$ cat src/rtl/rmw_pkg.sv
package rmw_pkg;
  typedef enum logic [3:0] {
    OP_SHL  = 4'd0,
    OP_SHR  = 4'd1,
    OP_ROL  = 4'd2,
    OP_ROR  = 4'd3,
    OP_INC  = 4'd4,
    OP_DEC  = 4'd5,
    OP_TST  = 4'd6,
    OP_SETB = 4'd7,
    OP_CLRB = 4'd8,
    OP_CMP  = 4'd9
  } op_e;

  localparam int FL_N = 3;
  localparam int FL_V = 2;
  localparam int FL_Z = 1;
  localparam int FL_C = 0;
endpackage

$ cat src/rtl/rmw_calc.sv
module rmw_calc
  import rmw_pkg::*;
#(
  parameter int DW = 16
) (
  input  logic [3:0]    op_i,
  input  logic          wide_i,
  input  logic          to_acc_i,
  input  logic          use_idx_i,
  input  logic [DW-1:0] acc_i,
  input  logic [DW-1:0] idx_i,
  input  logic [DW-1:0] mem_i,
  input  logic [3:0]    flags_i,
  output logic [DW-1:0] res_o,
  output logic [3:0]    flags_o,
  output logic          wr_req_o,
  output logic          extra_o
);
  localparam int HW = DW / 2;
  localparam int IW = $clog2(DW);

  op_e           op;
  logic [DW-1:0] mask, src, r, opnd, ref_v, diff;
  logic [DW:0]   sub;
  logic [IW-1:0] ti;
  logic          modify;

  always_comb begin
    op     = op_e'(op_i);
    mask   = wide_i ? {DW{1'b1}} : {{HW{1'b0}}, {HW{1'b1}}};
    ti     = wide_i ? IW'(DW - 1) : IW'(HW - 1);
    modify = op inside {OP_SHL, OP_SHR, OP_ROL, OP_ROR, OP_INC, OP_DEC};
    opnd   = mem_i & mask;
    src    = (modify && to_acc_i) ? (acc_i & mask) : opnd;
    ref_v  = (use_idx_i ? idx_i : acc_i) & mask;
    sub    = {1'b0, ref_v} - {1'b0, opnd};
    diff   = sub[DW-1:0] & mask;
    r        = '0;
    flags_o  = flags_i;
    res_o    = acc_i;
    wr_req_o = 1'b0;
    extra_o  = 1'b0;
    unique case (op)
      OP_SHL: begin r = (src << 1) & mask; flags_o[FL_C] = src[ti]; end
      OP_SHR: begin r = src >> 1;          flags_o[FL_C] = src[0];  end
      OP_ROL: begin
        r = ((src << 1) | {{(DW-1){1'b0}}, flags_i[FL_C]}) & mask;
        flags_o[FL_C] = src[ti];
      end
      OP_ROR: begin
        r = (src >> 1) | ({{(DW-1){1'b0}}, flags_i[FL_C]} << ti);
        flags_o[FL_C] = src[0];
      end
      OP_INC: r = (src + 1'b1) & mask;
      OP_DEC: r = (src - 1'b1) & mask;
      OP_TST: begin
        flags_o[FL_N] = opnd[ti];
        flags_o[FL_V] = opnd[ti-1];
        flags_o[FL_Z] = (acc_i & opnd) == '0;
      end
      OP_SETB, OP_CLRB: begin
        r = (op == OP_SETB) ? ((opnd | acc_i) & mask) : (opnd & ~acc_i);
        flags_o[FL_Z] = (acc_i & opnd) == '0;
        res_o    = r;
        wr_req_o = 1'b1;
        extra_o  = 1'b1;
      end
      OP_CMP: begin
        flags_o[FL_C] = ~sub[DW];
        flags_o[FL_N] = diff[ti];
        flags_o[FL_Z] = diff == '0;
      end
      default: ;
    endcase
    if (modify) begin
      flags_o[FL_N] = r[ti];
      flags_o[FL_Z] = r == '0;
      extra_o  = 1'b1;
      wr_req_o = ~to_acc_i;
      res_o    = to_acc_i ? ((acc_i & ~mask) | r) : r;
    end
  end
endmodule

$ cat src/rtl/rmw_wb_seq.sv
module rmw_wb_seq #(
  parameter int DW = 16
) (
  input  logic               clk_i,
  input  logic               rst_ni,
  input  logic               start_i,
  input  logic               wr_req_i,
  input  logic               wide_i,
  input  logic [DW-1:0]      data_i,
  output logic               wr_en_o,
  output logic               wr_hi_o,
  output logic [DW/2-1:0]    wr_data_o,
  output logic               done_o
);
  localparam int HW = DW / 2;

  typedef enum logic [1:0] {S_IDLE, S_HI, S_LO, S_FIN} st_e;
  st_e st_q, st_d;

  always_comb begin
    st_d = st_q;
    if (start_i)
      st_d = !wr_req_i ? S_FIN : (wide_i ? S_HI : S_LO);
    else
      unique case (st_q)
        S_HI:    st_d = S_LO;
        S_LO:    st_d = S_FIN;
        S_FIN:   st_d = S_IDLE;
        default: st_d = S_IDLE;
      endcase
  end

  always_ff @(posedge clk_i or negedge rst_ni)
    if (!rst_ni) st_q <= S_IDLE;
    else         st_q <= st_d;

  assign wr_en_o   = (st_q == S_HI) || (st_q == S_LO);
  assign wr_hi_o   = st_q == S_HI;
  assign wr_data_o = (st_q == S_HI) ? data_i[DW-1:HW] : data_i[HW-1:0];
  assign done_o    = st_q == S_FIN;
endmodule

$ cat src/rtl/rmw_alu.sv
module rmw_alu #(
  parameter int DW = 16
) (
  input  logic            clk_i,
  input  logic            rst_ni,
  input  logic            start_i,
  input  logic [3:0]      op_i,
  input  logic            wide_i,
  input  logic            to_acc_i,
  input  logic            use_idx_i,
  input  logic [DW-1:0]   acc_i,
  input  logic [DW-1:0]   idx_i,
  input  logic [DW-1:0]   mem_i,
  input  logic [3:0]      flags_i,
  output logic [DW-1:0]   result_o,
  output logic [3:0]      flags_o,
  output logic            extra_o,
  output logic            wr_en_o,
  output logic            wr_hi_o,
  output logic [DW/2-1:0] wr_data_o,
  output logic            done_o
);
  logic [DW-1:0] res_d, res_q;
  logic [3:0]    flg_d, flg_q;
  logic          ext_d, ext_q, wr_req;

  rmw_calc #(.DW(DW)) u_calc (
    .op_i(op_i), .wide_i(wide_i), .to_acc_i(to_acc_i), .use_idx_i(use_idx_i),
    .acc_i(acc_i), .idx_i(idx_i), .mem_i(mem_i), .flags_i(flags_i),
    .res_o(res_d), .flags_o(flg_d), .wr_req_o(wr_req), .extra_o(ext_d)
  );

  always_ff @(posedge clk_i or negedge rst_ni)
    if (!rst_ni) begin
      res_q <= '0;
      flg_q <= '0;
      ext_q <= 1'b0;
    end else if (start_i) begin
      res_q <= res_d;
      flg_q <= flg_d;
      ext_q <= ext_d;
    end

  rmw_wb_seq #(.DW(DW)) u_seq (
    .clk_i(clk_i), .rst_ni(rst_ni), .start_i(start_i), .wr_req_i(wr_req),
    .wide_i(wide_i), .data_i(res_q), .wr_en_o(wr_en_o), .wr_hi_o(wr_hi_o),
    .wr_data_o(wr_data_o), .done_o(done_o)
  );

  assign result_o = res_q;
  assign flags_o  = flg_q;
  assign extra_o  = ext_q;
endmodule

$ cat config.mk
export PLATFORM = sky130hd
export DESIGN_NAME = rmw_alu
export DESIGN_NICKNAME = d
export VERILOG_FILES = /design/src/rtl/rmw_pkg.sv /design/src/rtl/rmw_calc.sv /design/src/rtl/rmw_wb_seq.sv /design/src/rtl/rmw_alu.sv
export SDC_FILE = /design/constraint.sdc
export NUM_CORES = 1
export LEC_CHECK = 0
export BUFFER_PORTS_ARGS = -buffer_cell sky130_fd_sc_hd__buf_2
export CAP_MARGIN = 20
export CELL_PAD_IN_SITES_DETAIL_PLACEMENT = 0
export CELL_PAD_IN_SITES_GLOBAL_PLACEMENT = 1
export CORE_UTILIZATION = 35
export DETAILED_ROUTE_END_ITERATION = 12
export PLACE_DENSITY = 0.8
export SLEW_MARGIN = 40
export SYNTH_ARGS = -nofsm -noshare
export SYNTH_HDL_FRONTEND = slang
export SYNTH_HIERARCHICAL = 1
export SYNTH_SLANG_ARGS = --single-unit
export TNS_END_PERCENT = 10
$ cat constraint.sdc
create_clock -name clk_i -period 1.19 [get_ports clk_i]
set_clock_uncertainty 0.15 [all_clocks]
set_input_delay 0.0595 -clock clk_i [delete_from_list [all_inputs] [get_ports clk_i]]
set_output_delay 0.0595 -clock clk_i [all_outputs]
set_load 0.005 [all_outputs]
==> flow_metrics.env <==
export IMPL_ff_latch_area_sq_um=576
export IMPL_post_synth_main_area_contributors="sky130_fd_sc_hd__dfrtp_1, sky130_fd_sc_hd__mux2_4, sky130_fd_sc_hd__ha_1"
export IMPL_layout_setup_ws_ps=-2020
export IMPL_synth_ff_type="sky130_fd_sc_hd__dfrtp_1"
export IMPL_path_max_fanout=6
export IMPL_ctsRootBufferMaster="sky130_fd_sc_hd__clkbuf_16"
export IMPL_tritoncts_num_buffers=3
export IMPL_initial_core_utilization=0.366
export IMPL_gp_congestion=0.941
export IMPL_drc_errors=0
export IMPL_clock_sinks=23
export IMPL_synthDominantCellAreaShare=0.129
export IMPL_max_vdd_ir_drop_mv=0.468
export IMPL_number_of_global_route_vias_before_repair=5611
export IMPL_synth_warning_count=6
export IMPL_antenna_violating_nets_post_route=0
export IMPL_drt_first_iter_violations=425
export IMPL_reg_to_reg_startpoint="u_seq/st_q[0]$_DFF_PN0_"
export IMPL_wl_um=18800
export IMPL_final_period_utilization=2.70
export IMPL_synth_sequential_area_ratio=0.129
export IMPL_synthesis_nets=680
export IMPL_worstSetupStartpoint="to_acc_i"
export IMPL_timing_final_crit_period_ps=3210
export IMPL_setup_viol_count_final=33
export IMPL_launch_instance_of_the_worst_min_delay_path="start_i"
export IMPL_drt_first_pass_iters=5
export IMPL_power_net_switching_mw=2.02
export IMPL_dieHeight_um=115
export IMPL_wire_length_of_the_first_global_routing_pass_um=28600
export IMPL_portBuffers=93
export IMPL_post_synth_inst_count=583
export IMPL_htree_levels=1
export IMPL_worstSetupEndpointType="flip-flop"
export IMPL_share_seq_of_total_power=0.193
export IMPL_async_reset_ff_frac=1.00
export IMPL_yosys_register_bits=23
export IMPL_maxClockFrequency_mhz=312
export IMPL_number_of_flops_mapped_to_enable_cells_by_yosys=0
export IMPL_post_synth_most_frequent_cells="sky130_fd_sc_hd__nand2_1, sky130_fd_sc_hd__o21ai_0, sky130_fd_sc_hd__a21oi_1, sky130_fd_sc_hd__nor2_1, sky130_fd_sc_hd__ha_1"
export IMPL_power_clock_fraction=0.137
export IMPL_detailroute_via_count=5823
export IMPL_synth_largest_area_cell="sky130_fd_sc_hd__dfrtp_1"
export IMPL_finish_net_count=966
export IMPL_worst_endpoint_required_ps=1240
export IMPL_maxCapViolCount=0
export IMPL_most_numerous_cell_in_the_yosys_netlist="sky130_fd_sc_hd__nand2_1"
export IMPL_core_sq_um=12200
export IMPL_run_status="finished with violations"
export IMPL_detailedPlace_worstSlack_ps=-2550
export IMPL_p_int_mw=3.27
export IMPL_area_growth_synth_to_final_pct=64.8
export IMPL_worstHoldPathType="input pin to flip-flop"
export IMPL_antenna_found_initial=0
export IMPL_n_antenna_cell=0
export IMPL_synth_area_sq_um=4470
export IMPL_violated_checks="negative setup slack"
export IMPL_p_comb_frac=0.670
export IMPL_pwr_density_cell_nw_per_um2=717
export IMPL_worst_endpoint_arrival_ps=3260
export IMPL_die_area_sq_um=13200
export IMPL_drive_gt1_frac=0.500
export IMPL_avgViaCountPerCell=5.62
export IMPL_syn_area_per_cell_sq_um=7.67
export IMPL_gr_total_overflow=0
export IMPL_tritoncts="yes"
export IMPL_num_rows=40
export IMPL_clock_input_transition_at_the_sequential_cells_of_the_worst_setup_and_hold_paths_ps=60
export IMPL_totalNegativeSetupSlack_ps=-34550
export IMPL_maxSlewViolCount=0
export IMPL_worst_margin_slew_ps=527
export IMPL_worst_setup_path_start_kind="input pin"
export IMPL_post_drt_wl_per_cell_um=18.2
export IMPL_gr_usage_all_layers=0.279
export IMPL_setup_repair_after_global_routing_missed_its_margin="yes"
export IMPL_cts_path_max_buffers=2
export IMPL_finalHoldViolCount=0
export IMPL_floorplan_die_width_um=115
export IMPL_timing_max_slew_rel_slack=0.647
export IMPL_grt_max_degree=24
export IMPL_static_leakage_power_nw=3.58
export IMPL_layout_filler_cells=1103
export IMPL_netlist_cell_type_count=68
export IMPL_sw_share=0.382
export IMPL_dp_hpwl_um=15200
export IMPL_multiInputGateArea_sq_um=4190
export IMPL_crit_type="input pin to flip-flop"
export IMPL_ioPinCount=94
export IMPL_clkLatencyLatePin_ps=260
## cell type report
cell class / instances / share of cell area
Multi-Input combinational cell: 508 / 0.568
Timing Repair Buffer: 304 / 0.300
Sequential cell: 23 / 0.0781
Tap cell: 168 / 0.0285
Inverter: 29 / 0.0148
Clock buffer: 3 / 0.0102
Clock inverter: 1 / 0.000679
## per-layer routing
metal | wire length (um) | vias to the layer above | share of wire | global-route usage
met1 | 8200 | 2752 | 0.44 | 0.362
met5 | 0 | - | 0 | 0
li1 | - | 2774 | - | -
met3 | 1250 | 33 | 0.066 | 0.0269
met2 | 8970 | 264 | 0.48 | 0.490
met4 | 394 | 0 | 0.021 | 0.0753
## stage by stage
| stage | cell area [sq um] | std cells | hold slack (ps) | power [mW] | util |
|---|---|---|---|---|---|
| 2_1_floorplan | 4570 | 583 | -386 | 2.65 | - |
| 3_3_place_gp | 6620 | 1016 | -105 | 4.05 | 0.542 |
| 3_5_place_dp | 6620 | 1016 | -99.1 | 4.12 | 0.542 |
| 4_1_cts | 7090 | 1033 | 114 | 5.03 | 0.580 |
| 5_1_grt | 7370 | 1036 | 124 | 5.63 | 0.603 |
| 6_report | 7370 | 1036 | 115 | 5.28 | 0.603 |
## worst paths after layout
check / end / slack, ps / cells past startpoint
setup / recovery: flags_o[1]$_DFFE_PN0P_ / -2020 / 14
max in group asynchronous: u_seq/st_q[1]$_DFF_PN0_ / 380 / 2
hold / removal: u_seq/st_q[1]$_DFF_PN0_ / 110 / 3
hold reg to reg: flags_o[0]$_DFFE_PN0P_ / 380 / 1
min in group asynchronous: result_o[5]$_DFFE_PN0P_ / 170 / 2
setup reg to reg: u_seq/st_q[1]$_DFF_PN0_ / -120 / 5
## worst max-delay path: stages
cell and delay (ps):
sky130_fd_sc_hd__buf_6 100, sky130_fd_sc_hd__nor2b_4 130, sky130_fd_sc_hd__and2_4 190, sky130_fd_sc_hd__mux2i_4 220, sky130_fd_sc_hd__fa_2 420, sky130_fd_sc_hd__xnor2_2 160, sky130_fd_sc_hd__a221oi_2 230, sky130_fd_sc_hd__o221a_2 250
sky130_fd_sc_hd__or3b_4 380, sky130_fd_sc_hd__a2111o_1 310, sky130_fd_sc_hd__nor4_2 170, sky130_fd_sc_hd__nand4_1 190, sky130_fd_sc_hd__o31ai_2 250, sky130_fd_sc_hd__mux2_4 180
## timing repair
action                                 CTS  global route
resized for setup                       59            57
cloned                                   1             0
pin swaps                               26            24
setup endpoints to repair               34            34
hold buffers                             1             0
setup buffers                           11             3
endpoints found under the hold margin   23             0
## sequential cells by signal, indices dropped and copies added, names as in the netlist
signal	flops
extra_o	1
flags_o	4
result_o	16
u_seq/st_q	2
## cell families (layout without fill, tap and decap cells)
family                     after synthesis  count (layout)  share of synthesized area
AOI/OAI and AO/OA                      199             199                      0.293
xor gates and xnor gates                13              13                     0.0255
adders and majority gates               35              35                      0.101
buffers and inverters                   53             337                     0.0554
DFF                                     23              23                      0.129
muxes                                   62              62                      0.173
and+or+nand+nor                        198             199                      0.223
## cells in the final DEF, fill, tap and decap left out, types with 10 or more instances in the layout
master,n
sky130_fd_sc_hd__a21o_1,10
sky130_fd_sc_hd__a21oi_1,30
sky130_fd_sc_hd__a21oi_2,10
sky130_fd_sc_hd__buf_2,80
sky130_fd_sc_hd__buf_4,198
sky130_fd_sc_hd__buf_6,18
sky130_fd_sc_hd__dfrtp_1,23
sky130_fd_sc_hd__ha_1,28
sky130_fd_sc_hd__inv_1,25
sky130_fd_sc_hd__mux2_2,10
sky130_fd_sc_hd__mux2_4,29
sky130_fd_sc_hd__mux2i_1,19
sky130_fd_sc_hd__nand2_1,53
sky130_fd_sc_hd__nor2_1,40
sky130_fd_sc_hd__nor2b_1,17
sky130_fd_sc_hd__nor3_1,15
sky130_fd_sc_hd__o21a_1,11
sky130_fd_sc_hd__o21ai_0,41
## power groups by stage
stage / Clock (mW) / Sequential, mW / Combinational, mW
after detailed placement: 0 / 1.03 / 3.09
after global placement: 0 / 1.02 / 3.03
after floorplan: 0 / 1.02 / 1.64
final: 0.721 / 1.02 / 3.54
after CTS: 0.734 / 1.02 / 3.28
after global routing: 0.788 / 1.03 / 3.80
Note: power is estimated with default switching activity, not from simulation.
